`config.mk`:
```
export PLATFORM = sky130hd
export DESIGN_NAME = circ_tap_agen
export DESIGN_NICKNAME = d
export VERILOG_FILES = /design/src/rtl/circ_tap_agen.sv
export SDC_FILE = /design/constraint.sdc
export NUM_CORES = 1
export LEC_CHECK = 0
export ABC_AREA = 1
export BUFFER_PORTS_ARGS = -buffer_cell sky130_fd_sc_hd__buf_2
export CAP_MARGIN = 20
export CORE_MARGIN = 10
export CORE_UTILIZATION = 58
export CTS_BUF_LIST = sky130_fd_sc_hd__clkbuf_8
export DETAILED_ROUTE_END_ITERATION = 6
export GPL_TIMING_DRIVEN = 0
export HOLD_SLACK_MARGIN = 0.12
export PLACE_DENSITY = 0.81
export SLEW_MARGIN = 10
export SYNTH_ARGS = -nofsm -noshare
export SYNTH_HDL_FRONTEND = slang
export SYNTH_SLANG_ARGS = --single-unit
```
`constraint.sdc`:
```
create_clock -name clk -period 2.66 [get_ports clk]
set_input_delay 0.133 -clock clk [delete_from_list [all_inputs] [get_ports clk]]
set_output_delay 0.133 -clock clk [all_outputs]
set_load 0.03 [all_outputs]
```
`src/rtl/circ_tap_agen.sv`:
```
module circ_tap_agen #(
  parameter int NUM_FILT  = 4,
  parameter int ADDR_W    = 9,
  parameter int RAM_WORDS = 384,
  parameter int MAX_LOG2  = 8
) (
  input  logic                        clk,
  input  logic                        rst_n,
  input  logic                        cfg_we,
  input  logic [$clog2(NUM_FILT)-1:0] cfg_sel,
  input  logic [ADDR_W-1:0]           cfg_base,
  input  logic [3:0]                  cfg_log2,
  input  logic [MAX_LOG2:0]           cfg_taps,
  input  logic                        cfg_hb,
  output logic                        cfg_err,
  input  logic                        wr_stb,
  input  logic [$clog2(NUM_FILT)-1:0] wr_sel,
  output logic                        wr_en,
  output logic [ADDR_W-1:0]           wr_addr,
  input  logic                        start_stb,
  input  logic [$clog2(NUM_FILT)-1:0] start_sel,
  output logic                        tap_valid,
  output logic                        tap_single,
  output logic                        tap_last,
  output logic [ADDR_W-1:0]           rd_addr_a,
  output logic [ADDR_W-1:0]           rd_addr_b
);
  localparam int FW = $clog2(NUM_FILT);
  localparam int TW = MAX_LOG2 + 1;
  localparam int HW = MAX_LOG2;
  localparam int SW = ADDR_W + 2;

  logic [ADDR_W-1:0] f_base [NUM_FILT];
  logic [3:0]        f_log2 [NUM_FILT];
  logic [TW-1:0]     f_taps [NUM_FILT];
  logic [HW-1:0]     f_head [NUM_FILT];
  logic [NUM_FILT-1:0] f_hb, f_ok;

  logic              p_busy, p_hb;
  logic [TW-1:0]     p_ka, p_kb;
  logic [HW-1:0]     p_head;
  logic [ADDR_W-1:0] p_base, p_mask;

  function automatic logic [ADDR_W-1:0] mask_of(input logic [3:0] l2);
    return ADDR_W'((SW'(1) << l2) - SW'(1));
  endfunction

  logic [SW-1:0] c_size;
  logic          c_bad;
  assign c_size = SW'(1) << cfg_log2;
  assign c_bad  = (32'(cfg_log2) > MAX_LOG2)
               || ((cfg_base & mask_of(cfg_log2)) != '0)
               || ((SW'(cfg_base) + c_size) > SW'(RAM_WORDS))
               || (cfg_taps == '0)
               || (SW'(cfg_taps) > c_size)
               || (cfg_hb && (cfg_taps[1:0] != 2'b11));

  assign wr_en   = wr_stb && f_ok[wr_sel];
  assign wr_addr = f_base[wr_sel] | (ADDR_W'(f_head[wr_sel]) & mask_of(f_log2[wr_sel]));

  logic start_go;
  assign start_go = start_stb && !p_busy && f_ok[start_sel];

  logic [HW-1:0] off_a, off_b;
  assign off_a = p_head - HW'(1) - HW'(p_ka);
  assign off_b = p_head - HW'(1) - HW'(p_kb);

  logic [TW:0] ka_w, kb_w;
  logic        step_n, step_h;
  assign ka_w   = {1'b0, p_ka};
  assign kb_w   = {1'b0, p_kb};
  assign step_n = (ka_w + (TW+1)'(2)) <= kb_w;
  assign step_h = (ka_w + (TW+1)'(4)) <  kb_w;

  assign tap_valid  = p_busy;
  assign tap_single = p_busy && (p_ka == p_kb);
  assign tap_last   = p_busy && ((p_ka == p_kb) || (!p_hb && !step_n));
  assign rd_addr_a  = p_base | (ADDR_W'(off_a) & p_mask);
  assign rd_addr_b  = p_base | (ADDR_W'(off_b) & p_mask);

  always_ff @(posedge clk or negedge rst_n) begin
    if (!rst_n) begin
      cfg_err <= 1'b0;
      f_ok    <= '0;
      f_hb    <= '0;
      for (int i = 0; i < NUM_FILT; i++) begin
        f_base[i] <= '0;
        f_log2[i] <= '0;
        f_taps[i] <= '0;
        f_head[i] <= '0;
      end
    end else begin
      if (wr_en) f_head[wr_sel] <= f_head[wr_sel] + HW'(1);
      if (cfg_we) begin
        cfg_err <= c_bad;
        if (!c_bad) begin
          f_ok[cfg_sel]   <= 1'b1;
          f_hb[cfg_sel]   <= cfg_hb;
          f_base[cfg_sel] <= cfg_base;
          f_log2[cfg_sel] <= cfg_log2;
          f_taps[cfg_sel] <= cfg_taps;
          f_head[cfg_sel] <= '0;
        end
      end
    end
  end

  always_ff @(posedge clk or negedge rst_n) begin
    if (!rst_n) begin
      p_busy <= 1'b0;
      p_hb   <= 1'b0;
      p_ka   <= '0;
      p_kb   <= '0;
      p_head <= '0;
      p_base <= '0;
      p_mask <= '0;
    end else if (start_go) begin
      p_busy <= 1'b1;
      p_hb   <= f_hb[start_sel];
      p_ka   <= '0;
      p_kb   <= f_taps[start_sel] - TW'(1);
      p_head <= f_head[start_sel];
      p_base <= f_base[start_sel];
      p_mask <= mask_of(f_log2[start_sel]);
    end else if (p_busy) begin
      if (tap_last) begin
        p_busy <= 1'b0;
      end else if (!p_hb) begin
        p_ka <= p_ka + TW'(1);
        p_kb <= p_kb - TW'(1);
      end else if (step_h) begin
        p_ka <= p_ka + TW'(2);
        p_kb <= p_kb - TW'(2);
      end else begin
        p_ka <= TW'((ka_w + kb_w) >> 1);
        p_kb <= TW'((ka_w + kb_w) >> 1);
      end
    end
  end

  p_wr_gate_r3: assert property (@(posedge clk) disable iff (!rst_n)
    wr_en |-> wr_stb);
  p_wr_range_r4: assert property (@(posedge clk) disable iff (!rst_n)
    wr_en |-> (32'(wr_addr) < RAM_WORDS));
  p_rd_range_r4: assert property (@(posedge clk) disable iff (!rst_n)
    tap_valid |-> (32'(rd_addr_a) < RAM_WORDS) && (32'(rd_addr_b) < RAM_WORDS));
  p_start_rise_r5: assert property (@(posedge clk) disable iff (!rst_n)
    $rose(tap_valid) |-> $past(start_stb));
  p_pair_distinct_r6: assert property (@(posedge clk) disable iff (!rst_n)
    tap_valid |-> (tap_single == (rd_addr_a == rd_addr_b)));
  p_single_ends_r6: assert property (@(posedge clk) disable iff (!rst_n)
    (tap_valid && tap_single) |-> tap_last);
  p_run_on_r8: assert property (@(posedge clk) disable iff (!rst_n)
    (tap_valid && !tap_last) |=> tap_valid);
  p_last_stop_r9: assert property (@(posedge clk) disable iff (!rst_n)
    (tap_valid && tap_last) |=> !tap_valid);
endmodule

```
Word level (Yosys, flattened, before mapping)
Cells that the tools add are included.

Shifts and indexed selects: 3. Muxes and demuxes: 58. Magnitude comparators: 14. Reductions and logical operators: 24. Bitwise logic cells: 14. $add $sub $neg: 16. Equality and inequality tests: 3.

Operators by type and width (count): $mux W9 (17); $mux W32 (3); $bwmux W36 (2); $bmux W9 S2 (3); $mux W8 (6); $sub A9 B2 Y9 const B (4); $and A32 B32 Y32 (1); $bmux W8 S2 (2); $bwmux W32 (1); $demux W8 S2 (2); $not A32 Y32 (1); $and A8 B9 Y9 (3); $or A9 B9 Y9 (3); $mux W4 (5); $demux W9 S2 (1); $shl A1 B4 Y9 const A (2); $sub A9 B1 Y9 const B (2); $bmux W4 S2 (2); $bwmux W16 (1); $sub A8 B8 Y8 (2); $add A9 B11 Y11 (1); $gt A11 B9 Y1 const B (1); $gt A9 B11 Y1 (1); $shl A1 B4 Y11 const A (1); other kinds (33) (65).

Output and inout bits: 32. Flip-flop bits (word level): 175.

Logic depth before layout (Yosys ltp)
Depth after elaboration: 11. Mapped depth: 22. Mapped depth without buffers: 20.

Worst setup path before layout
OpenSTA, ideal clock, no wires.

Path kind: reg2reg. Start point: register p_ka[1]. End point: register p_ka[8]. Slack: -0.203 ns. Data arrival time: 2.780 ns. Required time: 2.577 ns. Path buffers: 0. Stages on the path, launching flop included: 15. Setup time: 0.083 ns. Cell sequence: dfrtp_1 -> ha_1 -> nand2_1 -> nor2_1 -> nand2_1 -> xor2_1 -> ha_1 -> nand2_1 -> nor4_1 -> nand2_1 -> nand3_1 -> nand2_1 -> nor2_1 -> nand2_1 -> o21ai_0.

Cells in the longest elaborated chain, start to end: 8. Elaborated cells between the ends (all ways): 19.

RTL lines: start, declared (RTL line 40) `logic [TW-1:0] p_ka, p_kb;`; start signal, assigned (RTL line 129) `p_ka <= p_ka + TW'(1);`; start signal, assigned (RTL line 132) `p_ka <= p_ka + TW'(2);`; start signal, assigned (RTL line 135) `p_ka <= TW'((ka_w + kb_w) >> 1);`; $add A9 B2 Y10 (RTL line 72) `assign step_n = (ka_w + (TW+1)'(2)) <= kb_w;`; $le A10 B9 Y1 (RTL line 72); $logic_not A1 Y1 (RTL line 77) `assign tap_last = p_busy && ((p_ka == p_kb) || (!p_hb && !step_n));`; $logic_and A1 B1 Y1 (RTL line 77); $logic_or A1 B1 Y1 * (RTL line 77); $logic_and A1 B1 Y1 * (RTL line 77); net tap_last (RTL line 24) `output logic tap_last,`; $ne A2 B1 Y1 (no line) *; $reduce_and A2 Y1 (no line) *.

The timed path passes the listed nets; every way through them passes the cells marked *. The select of a mux whose other input is x is not followed. A chain may end at the register's enable or synchronous reset.

Final worst setup path
Start point: register p_head[1]. End point: output rd_addr_a[7].

Cells in the longest elaborated chain, start to end: 4.

RTL lines: start, declared (RTL line 41) `logic [HW-1:0] p_head;`; start signal, assigned (RTL line 122) `p_head <= f_head[start_sel];`; $sub A8 B1 Y8 (RTL line 65) `assign off_a = p_head - HW'(1) - HW'(p_ka);`; $sub A8 B8 Y8 (RTL line 65); $and A8 B9 Y9 (RTL line 78) `assign rd_addr_a = p_base | (ADDR_W'(off_a) & p_mask);`; $or A9 B9 Y9 (RTL line 78); end, declared (RTL line 25) `output logic [ADDR_W-1:0] rd_addr_a,`.

No other way between the ends.

==> qor.yml <==
sta:
  setup_viol: 29
  slew_viol_final: 0
  fin_setup_tns_ns: -4.76
  hold_viol_final: 0
  rsz0062_at_grt: "yes"
  timing.fmax_mhz: 334
  worstMarginPinSlew_ns: 1.01
  finalCriticalPeriod_ns: 2.99
  max-slew-margin-rel: 0.322
  fin_crit_sh: 1.12
  fin_ws_ns: -0.331
  fin_hold_ws_ns: 0.156
  finClkSkew_ns: 0.0144
synth:
  async_flop_share: 1.00
  yosys_warnings: 0
  syn_inst: 1822
  yosysSeqAreaShare: 0.351
  synthesis.area_um2: 12400
  synth.distinct_cells: 47
  synth_seq_cells: 174
  ys.flop_type: "dfrtp_1"
  synth-edff-count: 0
  syn_avg_cell_area_um2: 6.80
  syn_nets: 1930
grt:
  grt.total_usage: 0.288
  antenna_found_initial: 0
  grt_pass1_vias: 12884
  grt_first_pass_wirelength_mm: 66.0
  grt_overflow_total: 0
  grt_max_degree: 105
setup_path:
  worst_ep_required_time_ns: 2.53
  critPathArrivalTime_ns: 2.86
  crit_path_max_incr_delay_ns: 0.41
  regToRegStartpoint: "p_ka[2]"
  setup.worst_path.start_class: "register"
  path_cells: "buf_4 > nor2_2 > nand2_1 > xor2_2 > ha_1 > nand2_2 > nand2_2 > a21oi_2 > nor2_2 > o21ai_2 > nand3_1 > nand2_1 > o21ai_2 > buf_6"
  critPathSlowestCell: "dfrtp_1"
  crit_cells: 14
  crit_buf_inv: 2
  reg2reg_depth: 18
  cp-end-kind: "primary output"
  rrSetupSlack_ns: -0.17
  reg2reg_to: "p_kb[5]"
  crit_family: "simple AND/OR/NAND/NOR gates"
  crit_fanout: 3
  path_class: "register to primary output"
final_layout:
  layout_commonest_cell: "nand2_1"
  antennaDiodeCount: 0
  layout.nets: 2117
  area_growth_pct: 24.3
  fin_util: 0.733
  layout_common_cells: "nand2_1 (578), inv_1 (173), dfrtp_1 (167)"
  drive_above_1_share: 0.192
  design_area_um2: 15400
clock_network:
  root_buffer: "clkbuf_8"
  cts_tree: "built"
  ctsLongestPathBuffers: 2
  cts.clk_slew.worst_paths_ns: 0.10
  cts_max_level: 4
  clock_latency_ns: 0.49
  cts_buffers: 17
  cts.sinks: 174
placed_design:
  place_area_um2: 13100
  hpwl_mm: 29.0
  routabilityCongestion: 1.02
  port_buffers: 61
power_and_ir_drop:
  p_leak_nw: 7.75
  p_per_area_nw_per_um2: 1130
  power_w: 0.0173
  irDropWorstVdd_mv: 0.724
floorplanning:
  chipHeight_um: 166
  io_pins: 66
  core_area_um2: 21000
  rows: 53
  die-area_um2: 27600
  fp.dieW_um: 166
  start_util: 0.589
min_path:
  min_path_type: "input port to register"
  hp-start: "cfg_sel[1]"
  hold_end: "f_head[29]"
  min_path_cells: 4
routing:
  via_per_inst: 5.94
  vias: 13649
  drt_iter0_drc: 1852
  routed_wl_mm: 43.6
  ant_nets: 0
  wire_per_inst_um: 19.0
  drc: 2
  first_pass_iters: 7
status:
  outcome: "complete, but fails checks"
  failed_checks: "design-rule violations, negative setup slack"
job:
  cap_violations: 0
worst max path at each step:
stage	startpoint	to	slack [ns]
final	p_head[1]	rd_addr_a[7]	-0.33
after global routing	p_head[0]	rd_addr_a[7]	-0.43
after CTS	p_head[1]	rd_addr_b[7]	-0.26
after detailed placement	cfg_log2[3]	f_head[21]	-1.04
after global placement	rst_n	p_ka[1]	-1.60
after floorplan	p_ka[1]	p_ka[8]	0.007
flip-flops by register name (all words and copies together) (netlist names):
name,flops
p_ka,9
f_log2,16
f_base,36
f_taps,36
p_head,8
p_hb,1
f_head,32
p_mask,8
p_kb,9
cfg_err,1
f_ok,4
p_base,9
tap_valid,1
f_hb,4
kinds of logic (layout without fill, tap and decap cells):
logic type	count (synthesis)	in the layout	share of synthesized area
simple gates	956	957	0.315
compound gates	312	312	0.140
buf+inv	267	466	0.0892
flops	174	174	0.351
fa+ha+maj	74	74	0.0771
xor+xnor	39	39	0.0276
layer usage:
metal | global-route usage | up-vias | share of wire
met5 | 0 | - | 0
met4 | 0.133 | 0 | 0.046
met3 | 0.0554 | 175 | 0.11
met2 | 0.455 | 860 | 0.46
met1 | 0.373 | 6364 | 0.38
li1 | - | 6250 | -
layout make-up:
type / instances / area, µm²
Buffer: 63 / 384
Timing Repair Buffer: 169 / 1430
Tap cell: 275 / 344
Sequential cell: 174 / 4360
Multi-Input combinational cell: 1382 / 7720
Clock inverter: 14 / 126
Fill cell: 1634 / 5620
Inverter: 201 / 779
Clock buffer: 18 / 248
Timing Repair inverter: 1 / 6.26
synth_stat cells (9+ instances only):
| cell type | count | area share |
|---|---|---|
| a21oi_1 | 71 | 0.029 |
| nand3_1 | 83 | 0.034 |
| buf_6 | 9 | 0.0082 |
| clkbuf_1 | 34 | 0.010 |
| nor3_1 | 14 | 0.0057 |
| nand4_1 | 26 | 0.013 |
| buf_2 | 16 | 0.0065 |
| ha_1 | 70 | 0.071 |
| o22ai_1 | 17 | 0.0086 |
| inv_1 | 191 | 0.058 |
| nand2_1 | 618 | 0.19 |
| dfrtp_1 | 174 | 0.35 |
| xor2_1 | 33 | 0.023 |
| nor2_1 | 185 | 0.056 |
| o211ai_1 | 12 | 0.0073 |
| o21ai_0 | 163 | 0.066 |
worst register-to-register path: cells and delay by family (launching register included):
kind	cells	cell delay (ns)
buf+inv	5	0.53
compound gates	2	0.22
xor+xnor	1	0.18
flops	1	0.44
fa+ha+maj	2	0.41
simple gates	8	0.94
stage by stage:
step	cells	setup slack, ns
final	2297	-0.331
after global routing	2297	-0.425
after CTS	2254	-0.258
after detailed placement	2159	-1.04
after global placement	2158	-1.60
after floorplan	1822	0.00729
power breakdown:
part	switching, W	internal, W	total (W)
combinational	0.00705	0.00471	0.0118
sequential	0.000529	0.00323	0.00376
clock	0.00112	0.000704	0.00182
total	0.00869	0.00864	0.0173
what timing repair did:
item                                    in CTS  in global routing
resized for setup                          108                205
gates cloned                                 0                  6
endpoints found under the setup margin     153                177
pin swaps                                   42                 61
buffers inserted                            39                 42
endpoints found under the hold margin      164                  0
hold buffers                                26                  0
Power figures use the tool's default switching activity.
